===== config.mk =====
export PLATFORM = sky130hd
export DESIGN_NAME = irq_pend_tracker
export DESIGN_NICKNAME = d
export VERILOG_FILES = /design/src/rtl/irqpt_pkg.sv /design/src/rtl/irqpt_wr_decode.sv /design/src/rtl/irqpt_sgi_route.sv /design/src/rtl/irqpt_src_cell.sv /design/src/rtl/irq_pend_tracker.sv
export SDC_FILE = /design/constraint.sdc
export NUM_CORES = 1
export LEC_CHECK = 0
export BUFFER_PORTS_ARGS = -buffer_cell sky130_fd_sc_hd__buf_4
export CAP_MARGIN = 10
export CORE_AREA = 2 2 234 236
export CTS_CLUSTER_SIZE = 30
export DETAILED_ROUTE_END_ITERATION = 12
export DIE_AREA = 0 0 236 238
export HOLD_SLACK_MARGIN = 0.08
export PLACE_DENSITY = 0.66
export SKIP_LAST_GASP = 1
export SYNTH_ARGS = -nofsm -noshare
export SYNTH_HDL_FRONTEND = slang
export SYNTH_SLANG_ARGS = --single-unit

===== constraint.sdc =====
create_clock -name clk -period 2.1 [get_ports clk]
set_input_delay 0.42 -clock clk [delete_from_list [all_inputs] [get_ports clk]]
set_output_delay 0.42 -clock clk [all_outputs]
set_load 0.1 [all_outputs]

===== src/rtl/irqpt_pkg.sv =====
package irqpt_pkg;
  typedef enum logic [2:0] {
    WK_SET_EN   = 3'd0,
    WK_CLR_EN   = 3'd1,
    WK_SET_PEND = 3'd2,
    WK_CLR_PEND = 3'd3,
    WK_CFG      = 3'd4
  } wr_kind_e;

  typedef enum logic [1:0] {
    SF_LIST   = 2'd0,
    SF_OTHERS = 2'd1,
    SF_SELF   = 2'd2,
    SF_ALL    = 2'd3
  } sgi_filt_e;

  localparam int PRIV_IDS   = 32;
  localparam int FIXED_IDS  = 16;
  localparam int SGI_ID_W   = 10;
endpackage


===== src/rtl/irqpt_wr_decode.sv =====
module irqpt_wr_decode
  import irqpt_pkg::*;
#(
  parameter int NIRQ = 64,
  parameter int GW   = 4
) (
  input  logic            wr_en,
  input  logic [2:0]      wr_kind,
  input  logic [GW-1:0]   wr_grp,
  input  logic [7:0]      wr_data,
  output logic [NIRQ-1:0] set_en,
  output logic [NIRQ-1:0] clr_en,
  output logic [NIRQ-1:0] set_pend,
  output logic [NIRQ-1:0] clr_pend,
  output logic [NIRQ-1:0] cfg_we,
  output logic [NIRQ-1:0] cfg_model,
  output logic [NIRQ-1:0] cfg_edge
);
  localparam int FIX_GRP8 = FIXED_IDS / 8;
  localparam int PRV_GRP4 = PRIV_IDS / 4;

  wr_kind_e   kind;
  logic [7:0] bdat;
  logic [7:0] cdat;

  assign kind = wr_kind_e'(wr_kind);

  // byte data after the fixed-ID overrides
  always_comb begin
    bdat = wr_data;
    if (int'(wr_grp) < FIX_GRP8) begin
      bdat = (kind == WK_SET_EN) ? 8'hFF : 8'h00;
    end
    cdat = wr_data;
    if (int'(wr_grp) < PRV_GRP4) begin
      cdat = wr_data | 8'hAA;
    end
  end

  for (genvar i = 0; i < NIRQ; i++) begin : g_id
    localparam int G8 = i / 8;
    localparam int B8 = i % 8;
    localparam int G4 = i / 4;
    localparam int B4 = i % 4;
    logic hit8;
    logic hit4;
    assign hit8         = wr_en && (int'(wr_grp) == G8) && bdat[B8];
    assign hit4         = wr_en && (int'(wr_grp) == G4);
    assign set_en[i]    = hit8 && (kind == WK_SET_EN);
    assign clr_en[i]    = hit8 && (kind == WK_CLR_EN);
    assign set_pend[i]  = hit8 && (kind == WK_SET_PEND);
    assign clr_pend[i]  = hit8 && (kind == WK_CLR_PEND);
    assign cfg_we[i]    = hit4 && (kind == WK_CFG);
    assign cfg_model[i] = cdat[2*B4];
    assign cfg_edge[i]  = cdat[2*B4+1];
  end
endmodule


===== src/rtl/irqpt_sgi_route.sv =====
module irqpt_sgi_route
  import irqpt_pkg::*;
#(
  parameter int NCPU = 2,
  parameter int NIRQ = 64,
  parameter int CW   = 1
) (
  input  logic                sgi_wr,
  input  logic [CW-1:0]       sgi_cpu,
  input  logic [31:0]         sgi_cmd,
  output logic                sgi_v,
  output logic [SGI_ID_W-1:0] sgi_id,
  output logic [NCPU-1:0]     sgi_mask
);
  logic [NCPU-1:0] self_oh;
  logic            cmd_unused;
  sgi_filt_e       filt;

  assign self_oh    = NCPU'(1) << sgi_cpu;
  assign sgi_id     = sgi_cmd[SGI_ID_W-1:0];
  assign filt       = sgi_filt_e'(sgi_cmd[25:24]);
  assign sgi_v      = sgi_wr && (int'(sgi_id) < NIRQ);
  assign cmd_unused = ^sgi_cmd;

  always_comb begin
    unique case (filt)
      SF_LIST:   sgi_mask = sgi_cmd[16 +: NCPU];
      SF_OTHERS: sgi_mask = ~self_oh;
      SF_SELF:   sgi_mask = self_oh;
      default:   sgi_mask = {NCPU{1'b1}};
    endcase
  end
endmodule


===== src/rtl/irqpt_src_cell.sv =====
module irqpt_src_cell
  import irqpt_pkg::*;
#(
  parameter int NCPU = 2,
  parameter int ID   = 0
) (
  input  logic            clk,
  input  logic            rst,
  input  logic [NCPU-1:0] lvl_in,
  input  logic [NCPU-1:0] tgt,
  input  logic [NCPU-1:0] req_oh,
  input  logic            set_en,
  input  logic            clr_en,
  input  logic            set_pend,
  input  logic            clr_pend,
  input  logic            cfg_we,
  input  logic            cfg_model,
  input  logic            cfg_edge,
  input  logic [NCPU-1:0] sgi_m,
  input  logic            ack_hit,
  input  logic [NCPU-1:0] ack_oh,
  output logic [NCPU-1:0] pend_q,
  output logic [NCPU-1:0] en_q,
  output logic            edge_q,
  output logic            model_q
);
  localparam bit              PRIV   = (ID < PRIV_IDS);
  localparam logic [NCPU-1:0] ALL    = {NCPU{1'b1}};
  localparam logic [NCPU-1:0] EN_RST = (ID < FIXED_IDS) ? ALL : '0;

  logic [NCPU-1:0] lvl_q;
  logic [NCPU-1:0] rise;
  logic [NCPU-1:0] scope;
  logic [NCPU-1:0] dest;
  logic [NCPU-1:0] pset;
  logic [NCPU-1:0] pclr;
  logic [NCPU-1:0] eset;
  logic [NCPU-1:0] eclr;

  always_comb begin
    rise  = lvl_in & ~lvl_q;
    scope = PRIV ? req_oh : ALL;
    dest  = PRIV ? req_oh : tgt;
    pset  = rise & (PRIV ? ALL : tgt) & (edge_q ? ALL : en_q);
    if (set_en && !edge_q) pset = pset | (dest & lvl_q);
    if (set_pend)          pset = pset | dest;
    pset  = pset | sgi_m;
    pclr  = clr_pend ? ALL : '0;
    if (ack_hit) pclr = pclr | (model_q ? ALL : ack_oh);
    eset  = set_en ? scope : '0;
    eclr  = clr_en ? scope : '0;
  end

  always_ff @(posedge clk) begin
    if (rst) begin
      lvl_q   <= '0;
      pend_q  <= '0;
      en_q    <= EN_RST;
      edge_q  <= PRIV;
      model_q <= 1'b0;
    end else begin
      lvl_q  <= lvl_in;
      pend_q <= (pend_q & ~pclr) | pset;
      en_q   <= (en_q & ~eclr) | eset;
      if (cfg_we) begin
        edge_q  <= cfg_edge;
        model_q <= cfg_model;
      end
    end
  end
endmodule


===== src/rtl/irq_pend_tracker.sv =====
module irq_pend_tracker
  import irqpt_pkg::*;
#(
  parameter int NCPU    = 2,
  parameter int NSHARED = 32,
  localparam int NIRQ   = PRIV_IDS + NSHARED,
  localparam int CW     = (NCPU > 1) ? $clog2(NCPU) : 1,
  localparam int GW     = $clog2(NIRQ / 4),
  localparam int IDW    = $clog2(NIRQ)
) (
  input  logic                     clk,
  input  logic                     rst,
  input  logic [NSHARED-1:0]       shr_lvl_i,
  input  logic [NCPU*PRIV_IDS-1:0] prv_lvl_i,
  input  logic [NSHARED*NCPU-1:0]  tgt_mask_i,
  input  logic                     wr_en_i,
  input  logic [2:0]               wr_kind_i,
  input  logic [CW-1:0]            wr_cpu_i,
  input  logic [GW-1:0]            wr_grp_i,
  input  logic [7:0]               wr_data_i,
  input  logic                     sgi_wr_i,
  input  logic [CW-1:0]            sgi_cpu_i,
  input  logic [31:0]              sgi_cmd_i,
  input  logic                     ack_clr_i,
  input  logic [CW-1:0]            ack_cpu_i,
  input  logic [IDW-1:0]           ack_id_i,
  output logic [NCPU*NIRQ-1:0]     pend_o,
  output logic [NCPU*NIRQ-1:0]     en_o,
  output logic [NIRQ-1:0]          edge_o,
  output logic [NIRQ-1:0]          model_o
);
  logic [NIRQ-1:0]     d_set_en, d_clr_en, d_set_pend, d_clr_pend;
  logic [NIRQ-1:0]     d_cfg_we, d_cfg_model, d_cfg_edge;
  logic                sgi_v;
  logic [SGI_ID_W-1:0] sgi_id;
  logic [NCPU-1:0]     sgi_mask;
  logic [NCPU-1:0]     req_oh;
  logic [NCPU-1:0]     ack_oh;

  assign req_oh = NCPU'(1) << wr_cpu_i;
  assign ack_oh = NCPU'(1) << ack_cpu_i;

  irqpt_wr_decode #(.NIRQ(NIRQ), .GW(GW)) u_dec (
    .wr_en     (wr_en_i),
    .wr_kind   (wr_kind_i),
    .wr_grp    (wr_grp_i),
    .wr_data   (wr_data_i),
    .set_en    (d_set_en),
    .clr_en    (d_clr_en),
    .set_pend  (d_set_pend),
    .clr_pend  (d_clr_pend),
    .cfg_we    (d_cfg_we),
    .cfg_model (d_cfg_model),
    .cfg_edge  (d_cfg_edge)
  );

  irqpt_sgi_route #(.NCPU(NCPU), .NIRQ(NIRQ), .CW(CW)) u_sgi (
    .sgi_wr   (sgi_wr_i),
    .sgi_cpu  (sgi_cpu_i),
    .sgi_cmd  (sgi_cmd_i),
    .sgi_v    (sgi_v),
    .sgi_id   (sgi_id),
    .sgi_mask (sgi_mask)
  );

  for (genvar i = 0; i < NIRQ; i++) begin : g_src
    logic [NCPU-1:0] lvl_in;
    logic [NCPU-1:0] tgt;
    logic [NCPU-1:0] sgi_m;
    logic [NCPU-1:0] pend_q;
    logic [NCPU-1:0] en_q;
    logic            ack_hit;

    if (i < PRIV_IDS) begin : g_prv
      for (genvar c = 0; c < NCPU; c++) begin : g_cpu
        assign lvl_in[c] = prv_lvl_i[c*PRIV_IDS + i];
      end
      assign tgt = '0;
    end else begin : g_shr
      assign lvl_in = {NCPU{shr_lvl_i[i-PRIV_IDS]}};
      assign tgt    = tgt_mask_i[(i-PRIV_IDS)*NCPU +: NCPU];
    end

    assign sgi_m   = (sgi_v && (sgi_id == SGI_ID_W'(i))) ? sgi_mask : '0;
    assign ack_hit = ack_clr_i && (ack_id_i == IDW'(i));

    irqpt_src_cell #(.NCPU(NCPU), .ID(i)) u_cell (
      .clk       (clk),
      .rst       (rst),
      .lvl_in    (lvl_in),
      .tgt       (tgt),
      .req_oh    (req_oh),
      .set_en    (d_set_en[i]),
      .clr_en    (d_clr_en[i]),
      .set_pend  (d_set_pend[i]),
      .clr_pend  (d_clr_pend[i]),
      .cfg_we    (d_cfg_we[i]),
      .cfg_model (d_cfg_model[i]),
      .cfg_edge  (d_cfg_edge[i]),
      .sgi_m     (sgi_m),
      .ack_hit   (ack_hit),
      .ack_oh    (ack_oh),
      .pend_q    (pend_q),
      .en_q      (en_q),
      .edge_q    (edge_o[i]),
      .model_q   (model_o[i])
    );

    for (genvar c = 0; c < NCPU; c++) begin : g_out
      assign pend_o[c*NIRQ + i] = pend_q[c];
      assign en_o[c*NIRQ + i]   = en_q[c];
    end
  end
endmodule


; After elaboration in Yosys (flattened, before gate mapping)
; Index checks and enable logic that the tools add are counted.
[totals]
mem_bits_rw = 0
mem_count = 0
output_inout_bits = 384
mem_bits_ro = 0
latch_bits = 0
elab_cells = 2596
reg_bits = 480
inputBits = 221
[op_classes]
add_sub_neg = 0
reduce_logical = 614
muxes = 580
n_div = 0
n_shift = 3
eq_ne = 147
order_cmp = 3
mul = 0
bitwise_logic = 929
[ops]
columns = operator, count
row1 = 2-bit two-way mux, 576
row2 = 2-bit OR, 384
row3 = 2-bit AND, 352
row4 = 1-bit logical AND, 545
row5 = 2-bit inverter, 193
row6 = 10-bit by 6-bit == test with 1-bit output (second input constant), 32
row7 = 6-bit == test (second input constant), 32
row8 = 10-bit by 5-bit == test with 1-bit output (second input constant), 16
row9 = 6-bit by 5-bit == test with 1-bit output (second input constant), 16
row10 = 10-bit by 4-bit == test with 1-bit output (second input constant), 8
row11 = 1-bit logical NOT, 64
row12 = 6-bit by 4-bit == test with 1-bit output (second input constant), 8
row13 = 10-bit by 3-bit == test with 1-bit output (second input constant), 4
row14 = 4-bit == test (second input constant), 8
row15 = 6-bit by 3-bit == test with 1-bit output (second input constant), 4
row16 = 8-bit two-way mux, 3
row17 = 10-bit by 2-bit == test with 1-bit output (second input constant), 2
row18 = 4-bit by 3-bit == test with 1-bit output (second input constant), 4
row19 = 6-bit by 2-bit == test with 1-bit output (second input constant), 2
row20 = 10-bit by 1-bit == test with 1-bit output (second input constant), 1
row21 = 10-bit logical NOT, 1
row22 = 10-bit by 7-bit < comparator with 1-bit output (second input constant), 1
row23 = 4-bit by 2-bit == test with 1-bit output (second input constant), 2
row24 = 3-bit by 2-bit == test with 1-bit output (second input constant), 2
row25 = 14 further kinds, 16

; Depth between registers and ports, before layout
; Gate-level depths: netlist of run 1.
[logic_depth]
ltp_word = 11
depth_mapped = 8
depth_no_buf = 5

; Modules after synthesis
; Synthesis of run 1 repeated with hierarchy kept, for this count alone.
[unflattened]
hier_cells = 3175
area_unflattened_um2 = 27237.4
[by_module_without_submodules]
columns = mod, cells_each, seq_area_each_um2, area_each_um2, instances
row1 = irqpt_src_cell at g_src[32].u_cell ..., 37, 160.2, 331.6, 32
row2 = irqpt_src_cell at g_src[16].u_cell ..., 36, 160.2, 330.3, 16
row3 = irqpt_src_cell at g_src[0].u_cell ..., 34, 160.2, 327.8, 16
row4 = irqpt_wr_decode, 559, 0.0, 3903.7, 1
row5 = irq_pend_tracker, 295, 0.0, 2069.5, 1
row6 = irqpt_sgi_route, 17, 0.0, 123.9, 1

; Least setup slack after synthesis of run 1
; Ideal clock, no wire load.
[synth_path]
path_kind = input port to flip-flop
start = input wr_kind_i[1]
end = register g_src[32].u_cell.edge_q
t_required_ns = 1.972
path_stages = 7
setup_slack_ns = 0.138
n_path_buf = 2
setup_time_ns = 0.128
arrival_time_ns = 1.834
path_cell_list = buf_4 -> and4bb_4 -> or3b_1 -> buf_6 -> nor2_8 -> mux2i_1 -> nor2_1
[synth_between]
elab_chain_len = 2
[synth_rtl]
columns = item, line_no
row1 = start: declaration, irq_pend_tracker.sv:17  ; input logic [2:0] wr_kind_i,
row2 = 3-bit == test, irqpt_wr_decode.sv:53  ; assign cfg_we[i] = hit4 && (kind == WK_CFG);
row3 = 1-bit logical AND, irqpt_wr_decode.sv:53
row4 = end signal: assignment, irqpt_src_cell.sv:66  ; edge_q <= cfg_edge;
row5 = end: declaration, irqpt_src_cell.sv:24  ; output logic edge_q,
; No other way between the ends.
; A chain may end at the register's enable or synchronous reset.

; Worst setup path after layout of run 1
[layout_path]
start = input sgi_cmd_i[25]
end = register g_src[9].u_cell.pend_q[1]
[layout_between]
elab_chain_len = 5
elab_cells_between_ends = 7
classes_between = 2 x eq/ne / 2 x mux / 2 x bitwise / 1 x reduce/logical
[layout_rtl]
columns = item, line_no
row1 = start: declaration, irq_pend_tracker.sv:23  ; input logic [31:0] sgi_cmd_i,
row2 = "2-bit == test, or another cell as far along", irqpt_sgi_route.sv:26  ; unique case (filt)
row3 = 2-bit one-hot mux with 3 select lines (*), irqpt_sgi_route.sv:26
row4 = 2-bit two-way mux (*), irq_pend_tracker.sv:84  ; assign sgi_m = (sgi_v && (sgi_id == SGI_ID_W'(i))) ? sgi_mask : '0;
row5 = 2-bit OR (*), irqpt_src_cell.sv:47  ; pset = pset | sgi_m;
row6 = 2-bit OR (*), irqpt_src_cell.sv:63  ; pend_q <= (pend_q & ~pclr) | pset;
row7 = end signal: assignment, irqpt_src_cell.sv:63
row8 = end: declaration, irqpt_src_cell.sv:22  ; output logic [NCPU-1:0] pend_q,
; Every way passes the cells marked *; elsewhere a longest branch is shown, timed or not.

==> out/qor_table.md, run 1 <==
| Item | This run | Unit |
|---|---|---|
| Outcome | completed | - |
| Critical R2R Capture | g_src[44].u_cell.pend_q[1]$_SDFF_PP0_ | - |
| TritonCTS clock tree | yes | - |
| Shortest clock period the worst path allows after layout | 1930 | ps |
| Synthesized netlist cell count | 2720 | - |
| Endpoint type of the worst setup path | flop | - |
| Width of the die | 236 | um |
| HPWL after DPL | 81500 | um |
| Biggest area consumer among synthesized cells | dfxtp_1 | - |
| DRC violation count after routing | 0 | - |
| Worst Skew | 15.8 | ps |
| Crit path top cell by count | buf_4 | - |
| Top cells by area, synth | dfxtp_1, nor2_1, o21ai_0 | - |
| Sum Neg Setup Slack | 0 | ps |
| Distinct cell type count after synthesis | 67 | - |
| Placed inst area | 28300 | sq um |
| Number of synthesized register bits | 480 | - |
| Standard-cell rows | 85 | - |
| DIE AREA | 56200 | sq um |
| CP Max Fanout | 9 | - |
| Hold path start | wr_data_i[7] | - |
| Async set or reset register ratio after synthesis | 0 | % |
| Slowest cell on crit path | nor4_2 | - |
| Largest stage delay, worst path | 940 | ps |
| Antenna violation net count after detailed routing | 0 | - |
| Pin count of the biggest net entering global routing | 95 | - |
| Total count of max-transition violations in the final report | 0 | - |
| TritonRoute pass-1 iters | 9 | - |
| Worst Hold Depth | 3 | - |
| Share of final-layout standard cells stronger than drive strength 1 | 27.8 | % |
| Gr usage total | 36.6 | % |
| Post-Layout Inst Area | 30900 | sq um |
| Top-level I/O count | 605 | - |
| Synthesis warning total | 0 | - |
| Unrepaired setup endpoints after global routing | false | - |
| Number of global-route vias before repair | 23306 | - |
| Fraction of power consumed by combinational cells | 13.9 | % |
| Switching portion of total power | 27.9 | % |
| Average cell area after synthesis | 8.17 | sq um |
| Detailed Route WL | 108000 | um |
| Worst min path class | input pin to flop | - |
| Most frequent standard cell in the layout excluding fill and tap cells | buf_4 | - |
| Post-CTS setup repair buffer count | 0 | - |
| Share of power burned in the clock network | 42.3 | % |
| Nets | 3631 | - |
| Number of buffers added to fix hold violations after cts | 95 | - |
| Cell-internal power | 15.6 | mW |
| Origin of the critical flop-to-flop path | g_src[44].u_cell.edge_q$_SDFFE_PP0P_ | - |
| Share of total power in sequential cells | 43.8 | % |
| Net count after synthesis | 2941 | - |
| Type of the worst setup path | input pin to flop | - |
| Type of origin of the critical path | input pin | - |
| FMAX | 517 | MHz |
| Remaining global-route overflow | 0 | - |
| DRT iter0 DRCs | 2392 | - |
| Initial antenna violation count | 9 | - |
| Gate family responsible for the most delay along the worst path | simple AND/OR/NAND/NOR gates | - |
| Post-route clock period utilization | 92.1 | % |
| Cell breakdown of the critical path | buf_4 > nor2_1 > a221oi_1 > buf_4 > nor4_2 > buf_4 > nand2_1 > a31oi_1 | - |
| Clock-pin slew reported for the worst setup and hold paths after clock tree synthesis | 60 | ps |
| Peak supply drop | 543 | uV |
| Area growth from synthesis to final layout | 39.0 | % |
| Core footprint | 53500 | sq um |
| Clock latency of the later-clocked register in the worst-skew pair | 600 | ps |
| Arrival time of the worst setup path | 2450 | ps |
| Drt via density | 5.91 | - |
| Count of max-cap constraint violations | 0 | - |
| P per Cell Area | 699 | nW/um^2 |
| Count of input and output buffers | 586 | - |
| Number of gates resized after CTS | 0 | - |
| Pre-CTS setup slack | -397 | ps |
| Number of cell instances on the worst register-to-register path | 4 | - |
| Commonest non-fill, non-tap cells in the layout | buf_4, dfxtp_1, nor2_1, nand2_1, o21ai_0 | - |
| Most instantiated flip-flop cell in the synthesis netlist | dfxtp_1 | - |
| Total leakage power | 11.9 | nW |
| Setup WS post-layout | 166 | ps |
| Sequential element share of the synthesized area | 43.2 | % |
| Required time reported for the critical path endpoint | 2610 | ps |
| Setup Viol. Count Final | 0 | - |
| Relative slew margins | 14.9 | % |
| Post-Synthesis Cell Area | 22200 | sq um |
| Final GP Congestion | 0.948 | - |
| Fill cell count | 4769 | - |
| Clock Tree Root | clkbuf_16 | - |
| P_sw | 6.03 | mW |
| Initial standard-cell utilization of the core | 41.5 | % |
| Portion of synthesized cell area occupied by the leading cell type | 43.2 | % |
| Flop2flop setup slack | 740 | ps |
| Wire length of the first global-routing pass | 154000 | um |
| Slew @ Worst Pin | 1270 | ps |
| Number of buffers created by CTS | 52 | - |
| Maximum level of the CTS H-tree | 2 | - |
| Die Span Y | 238 | um |
| Maximum buffer depth of the clock tree | 3 | - |
| WP buf/inv | 3 | - |
| Detail-routed net length per standard cell | 26.1 | um |
| Number of endpoints with negative hold slack in the final report | 0 | - |
| Clock tree sinks | 480 | - |
| Number of enable-type register cells in the synthesized netlist | 0 | - |
| Vias after detailed routing | 24534 | - |
| Worst Hold Path EP | g_src[47].u_cell.edge_q$_SDFFE_PP0P_ | - |
## state kept, by name, indices dropped and copies added, names as in the netlist
signal / flops
g_src.u_cell.edge_q: 64
g_src.u_cell.en_q: 128
g_src.u_cell.lvl_q: 96
g_src.u_cell.model_q: 64
g_src.u_cell.pend_q: 128
## kinds of logic (layout without fill, tap and decap cells)
| family | Yosys count | in the layout | synth area share (%) |
|---|---|---|---|
| AOI/OAI and AO/OA | 714 | 714 | 19.3 |
| buffers and inverters | 303 | 1029 | 7.54 |
| DFF | 480 | 480 | 43.2 |
| muxes | 91 | 91 | 4.13 |
| other | 0 | 8 | 0 |
| and+or+nand+nor | 1132 | 1132 | 25.8 |
## metrics by stage
| stage | hold slack (ps) | instances | util, % | total power [mW] |
|---|---|---|---|---|
| floorplan | 447 | 2720 | - | 11.2 |
| global placement | 449 | 3957 | 52.8 | 12.4 |
| detailed placement | 455 | 3957 | 52.8 | 12.5 |
| CTS | 87.9 | 4142 | 57.7 | 21.5 |
| global route | 101 | 4144 | 57.7 | 22.0 |
| finish | 96.8 | 4150 | 57.7 | 21.6 |
## worst min-delay path: cells and delay by family
kind / cells / cell delay [ps]
simple gates: 1 / 70
buf+inv: 1 / 110
mux: 1 / 70
## synthesized netlist by cell type, drive strengths merged (20+ instances only)
| cell | n |
|---|---|
| nor2b | 134 |
| o221ai | 20 |
| a31oi | 80 |
| nand2b | 29 |
| nor2 | 356 |
| a32oi | 21 |
| or3 | 67 |
| nand3 | 75 |
| o211ai | 71 |
| o21ai | 255 |
| nand4b | 21 |
| mux2i | 88 |
| a41oi | 36 |
| nand2 | 288 |
| a21oi | 181 |
| nand3b | 22 |
| dfxtp | 480 |
| nor3 | 24 |
| buf | 167 |
| clkbuf | 126 |
| nor3b | 44 |
## worst max-delay path by stage
stage | start | end | slack [ps] | cells after the start
after floorplan | wr_kind_i[1] | g_src[32].u_cell.edge_q$_SDFFE_PP0P_ | 140 | 7
after global placement | sgi_cmd_i[9] | g_src[20].u_cell.pend_q[1]$_SDFF_PP0_ | -320 | 8
after detailed placement | sgi_cmd_i[25] | g_src[9].u_cell.pend_q[1]$_SDFF_PP0_ | -400 | 8
after CTS | g_src[44].u_cell.en_q[0]$_SDFF_PP0_ | en_o[44] | 220 | 1
after global routing | sgi_cmd_i[25] | g_src[9].u_cell.pend_q[1]$_SDFF_PP0_ | 130 | 8
final | sgi_cmd_i[25] | g_src[9].u_cell.pend_q[1]$_SDFF_PP0_ | 170 | 8
## per-layer routing
| metal | up-vias | global-route usage [%] | wire length [um] |
|---|---|---|---|
| li1 | 10914 | - | - |
| met1 | 11779 | 44.7 | 41800 |
| met2 | 1515 | 60.2 | 49700 |
| met3 | 320 | 8.61 | 10800 |
| met4 | 6 | 18.9 | 6090 |
| met5 | - | 0 | 36 |
## power by group through the flow
stage	logic [mW]	registers, mW	clock network [mW]
floorplan	0.842	10.4	0
global placement	2.78	9.65	0
detailed placement	2.80	9.65	0
CTS	2.96	9.46	9.14
global route	3.10	9.47	9.48
finish	3.00	9.46	9.12
## cell type report
type / count / area (sq um) / area share [%]
inverters: 10 / 37.5 / 0.122
diodes: 8 / 20.0 / 0.0648
repair buffers: 929 / 7720 / 25.0
clock buffers: 77 / 1530 / 4.94
clock inverters: 13 / 125 / 0.405
multi-input cells: 1937 / 11000 / 35.5
flip-flops and latches: 480 / 9610 / 31.1
well taps: 696 / 871 / 2.82
No activity file was read; power rests on OpenSTA's default activity.
==> run 2, diff against run 1 <==
Settings changed: BUFFER_PORTS_ARGS -buffer_cell sky130_fd_sc_hd__buf_4 to -buffer_cell sky130_fd_sc_hd__clkbuf_2.
==> run 2 against run 1 <==
  * Clock power is 9.4% higher
  * Register-to-register slack worse by 40 ps
  * Fmax is 5.2% lower
  * Hold slack worse by 1.7 ps
  * Die area stayed put
  * Final cell count is 1.0% higher
  * Critical path depth is 7 lower
  * Via count is 0.96% higher
  * Count of clock-buffer cells in the layout is 4 lower
  * Critical endpoint is now edge_o[48]
  * Global-route usage is 0.23 points higher
  * Power is 3.3% higher
==> out/qor_table.md, run 2 (synthesized netlist as in run 1, its figures left out) <==
| Item | This run | Unit | Delta |
|---|---|---|---|
| Antenna violation net count after detailed routing | 0 | - | unchanged |
| Clock-pin slew reported for the worst setup and hold paths after clock tree synthesis | 70 | ps | was 60 ps |
| Core occupancy in the finished layout | 56.1 | % | was 57.7% |
| Pin count of the biggest net entering global routing | 86 | - | was 95 |
| Relative slew margins | 36.4 | % | was 14.9% |
| Vias after detailed routing | 24769 | - | was 24534 |
| Area growth from synthesis to final layout | 35.0 | % | was 39.0% |
| Count of input and output buffers | 586 | - | unchanged |
| Clock latency of the later-clocked register in the worst-skew pair | 620 | ps | was 600 ps |
| Endpoint type of the worst setup path | primary output | - | was flop |
| Wire length of the first global-routing pass | 155000 | um | was 154000 um |
| Nets | 3670 | - | was 3631 |
| Unrepaired setup endpoints after global routing | false | - | unchanged |
| Outcome | completed | - | unchanged |
| Share of final-layout standard cells stronger than drive strength 1 | 28.6 | % | was 27.8% |
| P per Cell Area | 743 | nW/um^2 | was 699 nW/um^2 |
| Clock tree sinks | 480 | - | unchanged |
| Total met2 wirelength after detailed routing | 49000 | um | was 49700 um |
| HPWL after DPL | 81400 | um | was 81500 um |
| Initial standard-cell utilization of the core | 41.5 | % | unchanged |
| Clock Tree Root | clkbuf_16 | - | unchanged |
| Type of the worst setup path | flop to primary output | - | was input pin to flop |
| Highest metal layer with signal wires | met5 | - | unchanged |
| Width of the die | 236 | um | unchanged |
| Detailed Route WL | 108000 | um | about the same |
| Type of origin of the critical path | flop | - | was input pin |
| Slew @ Worst Pin | 950 | ps | was 1270 ps |
| Total leakage power | 11.8 | nW | was 11.9 nW |
| Post-route clock period utilization | 97.2 | % | was 92.1% |
| Count of max-cap constraint violations | 0 | - | unchanged |
| Top Registers | g_src.u_cell.en_q x128, g_src.u_cell.pend_q x128, g_src.u_cell.lvl_q x96 | - | unchanged |
| Metal1 wirelength | 41600 | um | was 41800 um |
| Final GP Congestion | 0.951 | - | was 0.948 |
| Die Span Y | 238 | um | unchanged |
| Remaining global-route overflow | 0 | - | unchanged |
| Total count of max-transition violations in the final report | 0 | - | unchanged |
| Flip-flop and latch area | 9610 | sq um | unchanged |
| Core footprint | 53500 | sq um | unchanged |
| Shortest clock period the worst path allows after layout | 2040 | ps | was 1930 ps |
| Final hold slack | 95.1 | ps | was 96.8 ps |
| Top-level I/O count | 605 | - | unchanged |
| Post-CTS setup repair buffer count | 0 | - | unchanged |
| Required time reported for the critical path endpoint | 1680 | ps | was 2610 ps |
| Arrival time of the worst setup path | 1620 | ps | was 2450 ps |
| Area of combinational cells with multiple inputs | 11000 | sq um | unchanged |
| FMAX | 490 | MHz | was 517 MHz |
| TritonCTS clock tree | yes | - | unchanged |
| DIE AREA | 56200 | sq um | unchanged |
| Number of endpoints with negative hold slack in the final report | 0 | - | unchanged |
| Number of buffers created by CTS | 52 | - | unchanged |
| DRT iter0 DRCs | 2634 | - | was 2392 |
| Met3 WL post-DR | 11000 | um | was 10800 um |
| Cell breakdown of the critical path | clkbuf_2 | - | was buf_4 > nor2_1 > a221oi_1 > buf_4 > nor4_2 > buf_4 > nand2_1 > a31oi_1 |
| WP buf/inv | 1 | - | was 3 |
| Worst Skew | 24.5 | ps | was 15.8 ps |
| Gate family responsible for the most delay along the worst path | buffers and inverters | - | was simple AND/OR/NAND/NOR gates |
| Maximum level of the CTS H-tree | 2 | - | unchanged |
| Drt via density | 5.91 | - | about the same |
| Largest stage delay, worst path | 560 | ps | was 940 ps |
| Gr usage total | 36.8 | % | was 36.6% |
| Commonest non-fill, non-tap cells in the layout | clkbuf_2, dfxtp_1, nor2_1, nand2_1, o21ai_0 | - | was buf_4, dfxtp_1, nor2_1, nand2_1, o21ai_0 |
| Setup Viol. Count Final | 0 | - | unchanged |
| Slowest cell on crit path | clkbuf_2 | - | was nor4_2 |
| DRC violation count after routing | 0 | - | unchanged |
| Maximum buffer depth of the clock tree | 3 | - | unchanged |
| Peak supply drop | 692 | uV | was 543 uV |
| Fill cell count | 4903 | - | was 4769 |
| TritonRoute pass-1 iters | 7 | - | was 9 |
| Standard-cell rows | 85 | - | unchanged |
| Detail-routed net length per standard cell | 25.7 | um | was 26.1 um |
| Most frequent standard cell in the layout excluding fill and tap cells | clkbuf_2 | - | was buf_4 |
| Post-route total power | 22.3 | mW | was 21.6 mW |
| Number of global-route vias before repair | 23878 | - | was 23306 |
| Initial antenna violation count | 12 | - | was 9 |
| Sum Neg Setup Slack | 0 | ps | unchanged |
| Worst min path class | input pin to flop | - | unchanged |
| CP Max Fanout | 5 | - | was 9 |
==> run 2: changes by cell type in the layout (fill, tap and decap cells not counted), sizes merged <==
cell,previous run,this run
clkbuf,77,658
buf,834,278
dlygate4sd3,95,105
bufinv,2,7
clkinv,7,12
diode,8,5
inv,10,13
clkinvlp,4,2
==> run 2: through the flow <==
stage                     instance area, sq um  worst slack (ps)  std cells
after CTS                                30000              56.0       4188
after floorplan                          22200               138       2720
final                                    30000              58.8       4193
after global placement                   27100              -440       3986
after global routing                     30000              40.5       4190
after detailed placement                 27100              -429       3986
==> run 2: what timing repair did <==
action                    CTS  global route
resized for setup           0             0
hold endpoints to repair  105             0
hold buffers              105             0
==> run 2: layout make-up <==
class	instances	area share, %
timing repair buffer	968	22.1
clock buffer	73	5.11
sequential	480	32.0
clock inverter	24	1.06
antenna	5	0.0417
tap	696	2.90
multi-input combinational	1937	36.6
inverter	10	0.125
==> run 2: final timing paths <==
check                                  startpoint                               endpoint  slack, ps  cells past startpoint
max          g_src[48].u_cell.edge_q$_SDFFE_PP0P_                             edge_o[48]         60                      1
min                                tgt_mask_i[63]  g_src[63].u_cell.pend_q[1]$_SDFF_PP0_        100                      3
max reg2reg  g_src[44].u_cell.edge_q$_SDFFE_PP0P_  g_src[44].u_cell.pend_q[0]$_SDFF_PP0_        700                      4
min reg2reg    g_src[4].u_cell.en_q[1]$_SDFF_PP1_     g_src[4].u_cell.en_q[1]$_SDFF_PP1_        470                      1
==> run 2: layer usage <==
metal  global-route usage (%)  vias up
met5                        0        -
li1                         -    11016
met3                     8.64      360
met4                     17.6       14
met1                     45.5    11834
met2                     60.7     1545
==> run 2: where the power goes <==
part / total [mW] / internal [mW] / switching (mW)
Clock: 9.98 / 5.95 / 4.02
Sequential: 9.46 / 9.31 / 0.142
Combinational: 2.87 / 0.868 / 2.00
